--- src/rtl/phymgmt_pkg.sv ---
package phymgmt_pkg;
  localparam int ADDR_W    = 5;
  localparam int DATA_W    = 16;

  // direct addresses
  localparam logic [ADDR_W-1:0] A_EXP_DATA = 5'h15;
  localparam logic [ADDR_W-1:0] A_EXP_SEL  = 5'h17;
  localparam logic [ADDR_W-1:0] A_SHADOW   = 5'h1C;

  // shadow access register layout
  localparam int SH_SEL_W  = 5;
  localparam int SH_DATA_W = 10;
  localparam int SH_SEL_LSB = SH_DATA_W;
  localparam int SH_SEL_MSB = SH_DATA_W + SH_SEL_W - 1;
  localparam int SH_WFLAG   = DATA_W - 1;

  // implemented shadow registers
  localparam int SH_COUNT  = 3;
  localparam int SHI_LED   = 0;
  localparam int SHI_S2    = 1;
  localparam int SHI_MODE  = 2;
  localparam logic [SH_SEL_W-1:0] SH_LED  = 5'h0D;
  localparam logic [SH_SEL_W-1:0] SH_S2   = 5'h14;
  localparam logic [SH_SEL_W-1:0] SH_MODE = 5'h1F;

  // expansion window
  localparam int BANK_W = 8;
  localparam int REGN_W = 8;
  localparam logic [BANK_W-1:0] BANK_SERDES2 = 8'h0E;
  localparam logic [BANK_W-1:0] BANK_GEN     = 8'h0F;
  localparam logic [REGN_W-1:0] S2_CTRL  = 8'h00;
  localparam logic [REGN_W-1:0] S2_SLAVE = 8'h15;
  localparam logic [DATA_W-1:0] S2_CTRL_RST = 16'h0800;
  localparam int S2_PWRDN_BIT = 11;

  typedef struct packed {
    logic       s2_en;
    logic       s2_led;
    logic       basex;
    logic [3:0] led1;
    logic [3:0] led3;
  } shadow_ctl_t;

  function automatic logic [SH_SEL_W-1:0] sh_addr(input int idx);
    case (idx)
      SHI_LED: return SH_LED;
      SHI_S2:  return SH_S2;
      default: return SH_MODE;
    endcase
  endfunction
endpackage

--- src/rtl/pm_shadow_bank.sv ---
module pm_shadow_bank
  import phymgmt_pkg::*;
(
  input  logic                 clk,
  input  logic                 rst,
  input  logic                 wr,
  input  logic [DATA_W-1:0]    wdata,
  output logic [SH_SEL_W-1:0]  sel,
  output logic [SH_DATA_W-1:0] rdata,
  output shadow_ctl_t          ctl
);
  logic [SH_DATA_W-1:0] sh_q [SH_COUNT];
  logic [SH_COUNT-1:0]  rd_hit;
  logic [SH_COUNT-1:0]  wr_hit;
  logic [SH_SEL_W-1:0]  wsel;
  logic                 wflag;

  assign wsel  = wdata[SH_SEL_MSB:SH_SEL_LSB];
  assign wflag = wdata[SH_WFLAG];

  for (genvar g = 0; g < SH_COUNT; g++) begin : g_dec
    assign rd_hit[g] = (sel == sh_addr(g));
    assign wr_hit[g] = wr && wflag && (wsel == sh_addr(g));
  end

  always_ff @(posedge clk) begin
    if (rst) begin
      sel <= '0;
      for (int i = 0; i < SH_COUNT; i++) sh_q[i] <= '0;
    end else begin
      if (wr) sel <= wsel;
      for (int i = 0; i < SH_COUNT; i++)
        if (wr_hit[i]) sh_q[i] <= wdata[SH_DATA_W-1:0];
    end
  end

  always_comb begin
    rdata = '0;
    for (int i = 0; i < SH_COUNT; i++)
      if (rd_hit[i]) rdata = rdata | sh_q[i];
  end

  assign ctl.s2_en  = sh_q[SHI_S2][0];
  assign ctl.s2_led = sh_q[SHI_S2][3];
  assign ctl.basex  = sh_q[SHI_MODE][0];
  assign ctl.led1   = sh_q[SHI_LED][3:0];
  assign ctl.led3   = sh_q[SHI_LED][7:4];

  // a write naming an unimplemented selector leaves every output alone
  p_unimpl_hold_r6: assert property (@(posedge clk) disable iff (rst)
    (wr && wflag && (wr_hit == '0)) |=> $stable(ctl));

  // LED selector write reaches both LED codes
  p_led_write_r5: assert property (@(posedge clk) disable iff (rst)
    (wr && wflag && (wsel == SH_LED)) |=>
      (ctl.led1 == $past(wdata[3:0]) && ctl.led3 == $past(wdata[7:4])));

  // a select-only write keeps shadow contents
  p_select_only_r3: assert property (@(posedge clk) disable iff (rst)
    (wr && !wflag) |=> $stable(ctl));
endmodule

--- src/rtl/pm_gen_bank.sv ---
module pm_gen_bank
  import phymgmt_pkg::*;
#(
  parameter int DEPTH = 16
) (
  input  logic              clk,
  input  logic              rst,
  input  logic              we,
  input  logic [REGN_W-1:0] idx,
  input  logic [DATA_W-1:0] wdata,
  output logic [DATA_W-1:0] rdata
);
  localparam int IDX_W = (DEPTH > 1) ? $clog2(DEPTH) : 1;

  logic [DATA_W-1:0] mem [DEPTH];
  logic              in_range;
  logic [IDX_W-1:0]  slot;

  assign in_range = (int'(idx) < DEPTH);
  assign slot     = IDX_W'(idx);

  always_ff @(posedge clk) begin
    if (rst) begin
      for (int i = 0; i < DEPTH; i++) mem[i] <= '0;
    end else if (we && in_range) begin
      mem[slot] <= wdata;
    end
  end

  assign rdata = in_range ? mem[slot] : '0;

  initial begin
    a_depth_fits_r10: assert (DEPTH >= 1 && DEPTH <= (1 << REGN_W));
  end
endmodule

--- src/rtl/pm_exp_window.sv ---
module pm_exp_window
  import phymgmt_pkg::*;
#(
  parameter int GEN_DEPTH = 16
) (
  input  logic              clk,
  input  logic              rst,
  input  logic              sel_wr,
  input  logic              data_wr,
  input  logic [DATA_W-1:0] wdata,
  output logic [DATA_W-1:0] sel,
  output logic [DATA_W-1:0] rdata,
  output logic              pwrdn,
  output logic              slave_en,
  output logic              autodet
);
  logic [BANK_W-1:0] bank;
  logic [REGN_W-1:0] regn;
  logic              s2_hit, gen_hit;
  logic [DATA_W-1:0] s2_ctrl_q, s2_slave_q, gen_rdata, s2_rdata;

  assign bank    = sel[DATA_W-1:REGN_W];
  assign regn    = sel[REGN_W-1:0];
  assign s2_hit  = (bank == BANK_SERDES2);
  assign gen_hit = (bank == BANK_GEN);

  always_ff @(posedge clk) begin
    if (rst) begin
      sel        <= '0;
      s2_ctrl_q  <= S2_CTRL_RST;
      s2_slave_q <= '0;
    end else begin
      if (sel_wr) sel <= wdata;
      if (data_wr && s2_hit && regn == S2_CTRL)  s2_ctrl_q  <= wdata;
      if (data_wr && s2_hit && regn == S2_SLAVE) s2_slave_q <= wdata;
    end
  end

  pm_gen_bank #(.DEPTH(GEN_DEPTH)) u_gen (
    .clk   (clk),
    .rst   (rst),
    .we    (data_wr && gen_hit),
    .idx   (regn),
    .wdata (wdata),
    .rdata (gen_rdata)
  );

  always_comb begin
    case (regn)
      S2_CTRL:  s2_rdata = s2_ctrl_q;
      S2_SLAVE: s2_rdata = s2_slave_q;
      default:  s2_rdata = '0;
    endcase
  end

  assign rdata    = s2_hit ? s2_rdata : (gen_hit ? gen_rdata : '0);
  assign pwrdn    = s2_ctrl_q[S2_PWRDN_BIT];
  assign slave_en = s2_slave_q[1];
  assign autodet  = s2_slave_q[0];

  // data writes through a closed window leave the SerDes controls alone
  p_closed_ignore_r8: assert property (@(posedge clk) disable iff (rst)
    (data_wr && !s2_hit && !gen_hit) |=> ($stable(pwrdn) && $stable(slave_en) && $stable(autodet)));

  // power-down follows bit 11 of a SerDes control write
  p_pwrdn_write_r9: assert property (@(posedge clk) disable iff (rst)
    (data_wr && s2_hit && regn == S2_CTRL) |=> (pwrdn == $past(wdata[S2_PWRDN_BIT])));

  // a rewrite of the select register is visible on the next cycle
  p_sel_load_r7: assert property (@(posedge clk) disable iff (rst)
    sel_wr |=> (sel == $past(wdata)));
endmodule

--- src/rtl/phy_mgmt_regfile.sv ---
module phy_mgmt_regfile
  import phymgmt_pkg::*;
#(
  parameter int GEN_DEPTH = 16
) (
  input  logic              clk,
  input  logic              rst,
  input  logic [ADDR_W-1:0] reg_addr,
  input  logic              reg_wr,
  input  logic              reg_rd,
  input  logic [DATA_W-1:0] reg_wdata,
  output logic [DATA_W-1:0] reg_rdata,
  output logic              reg_rvalid,
  output logic              serdes2_en,
  output logic              serdes2_led_src,
  output logic              serdes2_pwrdn,
  output logic              sgmii_slave_en,
  output logic              sgmii_autodet,
  output logic              basex_mode,
  output logic [3:0]        led1_src,
  output logic [3:0]        led3_src
);
  logic [SH_SEL_W-1:0]  sh_sel;
  logic [SH_DATA_W-1:0] sh_rdata;
  shadow_ctl_t          sh_ctl;
  logic [DATA_W-1:0]    exp_sel, exp_rdata, rd_mux;

  pm_shadow_bank u_shadow (
    .clk   (clk),
    .rst   (rst),
    .wr    (reg_wr && reg_addr == A_SHADOW),
    .wdata (reg_wdata),
    .sel   (sh_sel),
    .rdata (sh_rdata),
    .ctl   (sh_ctl)
  );

  pm_exp_window #(.GEN_DEPTH(GEN_DEPTH)) u_exp (
    .clk      (clk),
    .rst      (rst),
    .sel_wr   (reg_wr && reg_addr == A_EXP_SEL),
    .data_wr  (reg_wr && reg_addr == A_EXP_DATA),
    .wdata    (reg_wdata),
    .sel      (exp_sel),
    .rdata    (exp_rdata),
    .pwrdn    (serdes2_pwrdn),
    .slave_en (sgmii_slave_en),
    .autodet  (sgmii_autodet)
  );

  always_comb begin
    case (reg_addr)
      A_SHADOW:   rd_mux = {1'b0, sh_sel, sh_rdata};
      A_EXP_SEL:  rd_mux = exp_sel;
      A_EXP_DATA: rd_mux = exp_rdata;
      default:    rd_mux = '0;
    endcase
  end

  always_ff @(posedge clk) begin
    if (rst) begin
      reg_rdata  <= '0;
      reg_rvalid <= 1'b0;
    end else begin
      reg_rvalid <= reg_rd;
      reg_rdata  <= reg_rd ? rd_mux : '0;
    end
  end

  assign serdes2_en      = sh_ctl.s2_en;
  assign serdes2_led_src = sh_ctl.s2_led;
  assign basex_mode      = sh_ctl.basex;
  assign led1_src        = sh_ctl.led1;
  assign led3_src        = sh_ctl.led3;

  // no strobe, no valid and a quiet data bus
  p_rd_quiet_r2: assert property (@(posedge clk) disable iff (rst)
    !reg_rd |=> (!reg_rvalid && reg_rdata == '0));

  // shadow readback never sets the top bit and echoes the selector
  p_shadow_rd_r4: assert property (@(posedge clk) disable iff (rst)
    (reg_rd && reg_addr == A_SHADOW) |=>
      (!reg_rdata[SH_WFLAG] && reg_rdata[SH_SEL_MSB:SH_SEL_LSB] == $past(sh_sel)));
endmodule

--- config.mk ---
export PLATFORM = sky130hd
export DESIGN_NAME = phy_mgmt_regfile
export DESIGN_NICKNAME = d
export VERILOG_FILES = /design/src/rtl/phymgmt_pkg.sv /design/src/rtl/pm_shadow_bank.sv /design/src/rtl/pm_gen_bank.sv /design/src/rtl/pm_exp_window.sv /design/src/rtl/phy_mgmt_regfile.sv
export SDC_FILE = /design/constraint.sdc
export NUM_CORES = 1
export LEC_CHECK = 0
export CAP_MARGIN = 10
export CELL_PAD_IN_SITES_DETAIL_PLACEMENT = 0
export CELL_PAD_IN_SITES_GLOBAL_PLACEMENT = 1
export CORE_MARGIN = 3
export CORE_UTILIZATION = 50
export DETAILED_ROUTE_END_ITERATION = 6
export PLACE_DENSITY = 0.87
export RECOVER_POWER = 50
export SLEW_MARGIN = 30
export SYNTH_ARGS = -nofsm -noshare
export SYNTH_HDL_FRONTEND = slang
export SYNTH_SLANG_ARGS = --single-unit
--- constraint.sdc ---
create_clock -name clk -period 3.93 [get_ports clk]
set_clock_uncertainty 0.05 [all_clocks]
set_input_delay 0.786 -clock clk [delete_from_list [all_inputs] [get_ports clk]]
set_output_delay 0.786 -clock clk [all_outputs]
set_load 0.02 [all_outputs]
# Word level (Yosys, flattened, before mapping)
# Memory sizes are Yosys's and may differ from the RTL's. A register that Yosys moved wholly into a read port is not among the register bits.
# Cells that the tools add are included.
[classes] n_eq_ne=12 n_shift=0 n_reduce_logical=15 bitwise_logic=6 n_div=0 mul=0 magnitude_cmp=1 add_sub_neg=0 mux=30
[ops] op="two-way mux 16 bit" count=4
[ops] op="two-way mux 10 bit" count=6
[ops] op="one-hot mux 16 bit (3 select lines)" count=1
[ops] op="== test 5 bit (second input constant)" count=7
[ops] op="one-hot mux 16 bit (2 select lines)" count=1
[ops] op="bitwise OR 10 bit" count=2
[ops] op="== test 8 x 4 -> 1 bit (second input constant)" count=2
[ops] op="OR reduction 16 bit" count=1
[ops] op="two-way mux 1 bit" count=15
[ops] op="logical AND 1 bit" count=12
[ops] op="two-way mux 4 bit" count=3
[ops] op="== test 5 x 4 -> 1 bit (second input constant)" count=2
[ops] op="== test 8 x 5 -> 1 bit (second input constant)" count=1
[ops] op="zero test 8 bit" count=1
[ops] op="< comparator 8 x 5 -> 1 bit (second input constant)" count=1
[ops] op="bitwise OR 1 bit" count=3
[ops] op="OR reduction 2 bit" count=1
[ops] op="NOT 1 bit" count=1
[totals] latch_bits=0 mem_count=2 out_inout_bits=31 in_bits=25 ram_bits=286 reg_bits=70 wordCells=72 rom_bits=0
[mem_list] name="u_exp.u_gen.mem" words=16 word_bits=16 read_ports=1 rd_clocked_by_memory_dff=1 wr=16 line="pm_gen_bank.sv:15" rtl="logic [DATA_W-1:0] mem [DEPTH];"
[mem_list] name="u_shadow.sh_q" words=3 word_bits=10 read_ports=3 rd_clocked_by_memory_dff=0 wr=3 line="pm_shadow_bank.sv:12" rtl="logic [SH_DATA_W-1:0] sh_q [SH_COUNT];"

# Logic depth before layout (Yosys ltp)
# Gate-level depths: netlist of run 1.
[depth] ltp_word=9 mapped_depth=9 mapped_depth_nobuf=5

# By module
# From an unflattened synthesis of run 1, not the netlist that was laid out.
[unflattened] hier_cells=1247 area_unflattened_um2=16861.2
[modules_own_cells] mod="pm_gen_bank" cells_each=767 instances=1 seq_area_each_um2=7687.4 area_each_um2=12037.8
[modules_own_cells] mod="pm_exp_window" cells_each=268 instances=1 seq_area_each_um2=960.9 area_each_um2=2274.7
[modules_own_cells] mod="pm_shadow_bank" cells_each=109 instances=1 seq_area_each_um2=1001.0 area_each_um2=1554.0
[modules_own_cells] mod="phy_mgmt_regfile" cells_each=103 instances=1 seq_area_each_um2=340.3 area_each_um2=994.7

# Worst setup path before layout of run 1
# No wires, ideal clock.
[synth_timing] path_kind="input to register" from="in reg_wr" to="mem u_exp.u_gen.mem[4][0], enable pin" path_slack_ps=723 n_path_buf=2 stages=7 t_arrival_ps=2785 setup_ps=373 t_required_ps=3507 path_cell_list="buf_2 -> nand4b_1 -> nor2_1 -> or4b_1 -> buf_4 -> nor4b_4 -> or2_1"
[synth_lines] element="start: declaration" line="phy_mgmt_regfile.sv:9" rtl="input logic reg_wr,"
[synth_lines] element="end: declaration" line="pm_gen_bank.sv:15"

==> results.sh, run 1 <==
export IMPL_die_y_um=187
export IMPL_design_area_um2=18400
export IMPL_finalSetupViolations=0
export IMPL_worstPathRequired_ns=4.01
export IMPL_endpoint_kind="flop"
export IMPL_setup_slack_ns=0.454
export IMPL_start_kind="input port"
export IMPL_clock_fmax_ghz=0.288
export IMPL_grt_use_met2=0.375
export IMPL_dr_pass1_iters=5
export IMPL_total_power_mw=8.02
export IMPL_drt_total_wl_um=43400
export IMPL_drtAntennaViolNets=0
export IMPL_grt_met1_usage=0.351
export IMPL_grt_first_pass_wirelength_um=65000
export IMPL_fin_hold_ws_ns=0.407
export IMPL_worstReg2RegEnd="reg_rdata[7]$_SDFF_PP0_"
export IMPL_drive_above_1_share=0.131
export IMPL_syn2layout_area_growth_pct=12.5
export IMPL_clockRootBuffer="clkbuf_16"
export IMPL_cap_violations=0
export IMPL_fin_tns_setup_ns=0
export IMPL_yosysWarningCount=0
export IMPL_ctsHoldBuffers=0
export IMPL_netlist_area_um2=16400
export IMPL_numClockSinks=360
export IMPL_dp_hpwl_um=27800
export IMPL_period_share=0.884
export IMPL_worst_slew_pin_transition_ns=1.29
export IMPL_vias=10500
export IMPL_synth_cell_types=56
export IMPL_maxSlewHeadroom=0.143
export IMPL_overflow=0
export IMPL_hp_class="reg -> reg"
export IMPL_htree_levels=2
export IMPL_synth_seq_cells=360
export IMPL_wire_per_inst_um=24.5
export IMPL_grt_max_degree=53
export IMPL_grt_busiest_layer="met2"
export IMPL_rsz0062_at_grt="no"
export IMPL_holdCritStartpoint="u_exp.s2_ctrl_q[14]$_SDFFE_PP0P_"
export IMPL_p_leak_nw=6.24
export IMPL_irDropWorstVdd_mv=0.383
export IMPL_numCtsBuffers=38
export IMPL_path_class="in -> reg"
export IMPL_fin_crit_ns=3.48
export IMPL_reg2reg_slack_ns=0.61
export IMPL_met3_usage=0.0596
export IMPL_grt_antenna_before_repair=1
export IMPL_ys_seq_area_frac=0.615
export IMPL_drt_iter0_drc=1381
export IMPL_grtUsageTotal=0.246
export IMPL_floorplan_rows=65
export IMPL_post_cts_setup_buffers=0
export IMPL_syn_area_per_cell_um2=12.8
export IMPL_ys_flop_type="edfxtp_1"
export IMPL_vias_per_cell=5.93
export IMPL_reg2reg_depth=5
export IMPL_whs_path_depth=2
export IMPL_dpl_cell_area_um2=17300
export IMPL_post_cts_resized=0
export IMPL_place_ws_ns=0.240
export IMPL_layout_commonest_cell="edfxtp_1"
export IMPL_diodes=0
export IMPL_power_density_nw_per_um2=436
export IMPL_setup_worst_path_start="reg_addr[4]"
export IMPL_final_cell_mix="286 x edfxtp_1, 190 x and2_1, 101 x nand2_1"
export IMPL_status="completed"
export IMPL_ios=56
export IMPL_cts_path_max_buffers=3
export IMPL_maxSlewViolCount=0
export IMPL_gp_congestion=0.904
export IMPL_path_clk_slew_ns=0.06
export IMPL_worstPathArrival_ns=3.56
export IMPL_synth_edf_count=286
export IMPL_core_um2=31900
export IMPL_start_util=0.513
export IMPL_die_area_um2=34900
export IMPL_finalHoldViolations=0
export IMPL_hold_path_end="u_exp.s2_ctrl_q[14]$_SDFFE_PP0P_"
export IMPL_fin_nets=1330
export IMPL_cts_tree="yes"
export IMPL_synth_nets=1308
export IMPL_io_buffers=55
export IMPL_grt_pass1_vias=10300
export IMPL_synthCells=1283
export IMPL_critical_path_peak_fanout=16
export IMPL_remaining_drc_errors=0
export IMPL_clk_latency_ns=0.52
export IMPL_synthArstFlopShare=0
export IMPL_die_w_um=187
-- how the worst max path moves through the flow --
stage	end	slack, ns	depth (start not counted)
after floorplan	u_exp.u_gen.mem[4][0]$_SDFFCE_PN0P_	0.72	7
after global placement	u_exp.u_gen.mem[4][0]$_SDFFCE_PN0P_	0.26	6
after detailed placement	u_exp.u_gen.mem[4][1]$_SDFFCE_PN0P_	0.24	6
after CTS	u_exp.u_gen.mem[4][14]$_SDFFCE_PN0P_	0.76	6
after global routing	u_exp.u_gen.mem[1][2]$_SDFFCE_PN0P_	0.30	8
final	u_exp.u_gen.mem[1][2]$_SDFFCE_PN0P_	0.45	8
-- worst max-delay path, cell delays in order --
cell,delay (ns)
dlygate4sd3_1,0.61
nand4b_1,0.14
nor2_1,0.21
clkbuf_1,0.23
nand4bb_1,0.12
clkbuf_1,0.27
nor2b_1,0.20
or2_0,0.98
-- flip-flops by register name, summed over array words and instances (netlist names), named ones only --
signal            count
reg_rdata            16
reg_rvalid            1
u_exp.u_gen.mem     256
u_shadow.sel          5
u_exp.s2_slave_q     16
u_exp.s2_ctrl_q      16
u_shadow.sh_q        30
u_exp.sel            16
-- area by class of cell --
cell class	count	area (µm²)
fillers	2609	13500
inverters	4	15.0
repair buffers	100	820
well taps	435	544
clock buffers	49	1060
multi-input cells	801	5760
flip-flops and latches	360	10100
clock inverters	19	136
-- through the flow --
step / util / cells
floorplan: - / 1283
global placement: 0.544 / 1700
detailed placement: 0.543 / 1700
CTS: 0.581 / 1768
global route: 0.577 / 1768
finish: 0.577 / 1768
-- routing by layer --
layer,share of wire,up-vias
li1,-,4688
met1,0.41,5192
met3,0.11,81
met5,0,-
met4,0.032,0
met2,0.45,526
-- kinds of logic after synthesis --
family | Yosys count | share of synthesized area
buf+inv | 122 | 0.0313
flops | 360 | 0.615
simple gates | 556 | 0.198
mux | 91 | 0.0941
compound gates | 154 | 0.0609
-- report_power, final --
| group | leakage [nW] | total (mW) | internal, mW | switching [mW] |
|---|---|---|---|---|
| combinational | 2.14 | 0.317 | 0.0938 | 0.223 |
| sequential | 3.51 | 4.25 | 4.21 | 0.0411 |
| clock | 0.585 | 3.46 | 2.02 | 1.43 |
-- synth_stat cells (10+ instances only) --
cell type / instances / area share
dfxtp_1: 74 / 0.091
a221oi_1: 13 / 0.0070
mux4_2: 50 / 0.069
nand3_1: 47 / 0.014
nor2_1: 19 / 0.0044
buf_4: 10 / 0.0046
nor2b_1: 21 / 0.0080
clkbuf_1: 87 / 0.020
a21oi_1: 71 / 0.022
nand2_1: 101 / 0.023
a22o_1: 16 / 0.0086
buf_2: 13 / 0.0040
and2_1: 269 / 0.10
or2_2: 15 / 0.0057
edfxtp_1: 286 / 0.52
nor3_1: 25 / 0.0076
mux2i_1: 38 / 0.023
(Power assumes the default switching activity.)
==> inputs of run 2 (changes only) <==
GPL_ROUTABILITY_DRIVEN = 0   (was not set)
==> results of run 2 <==
No change in the layout: final DEF, timing and power equal those of run 1.
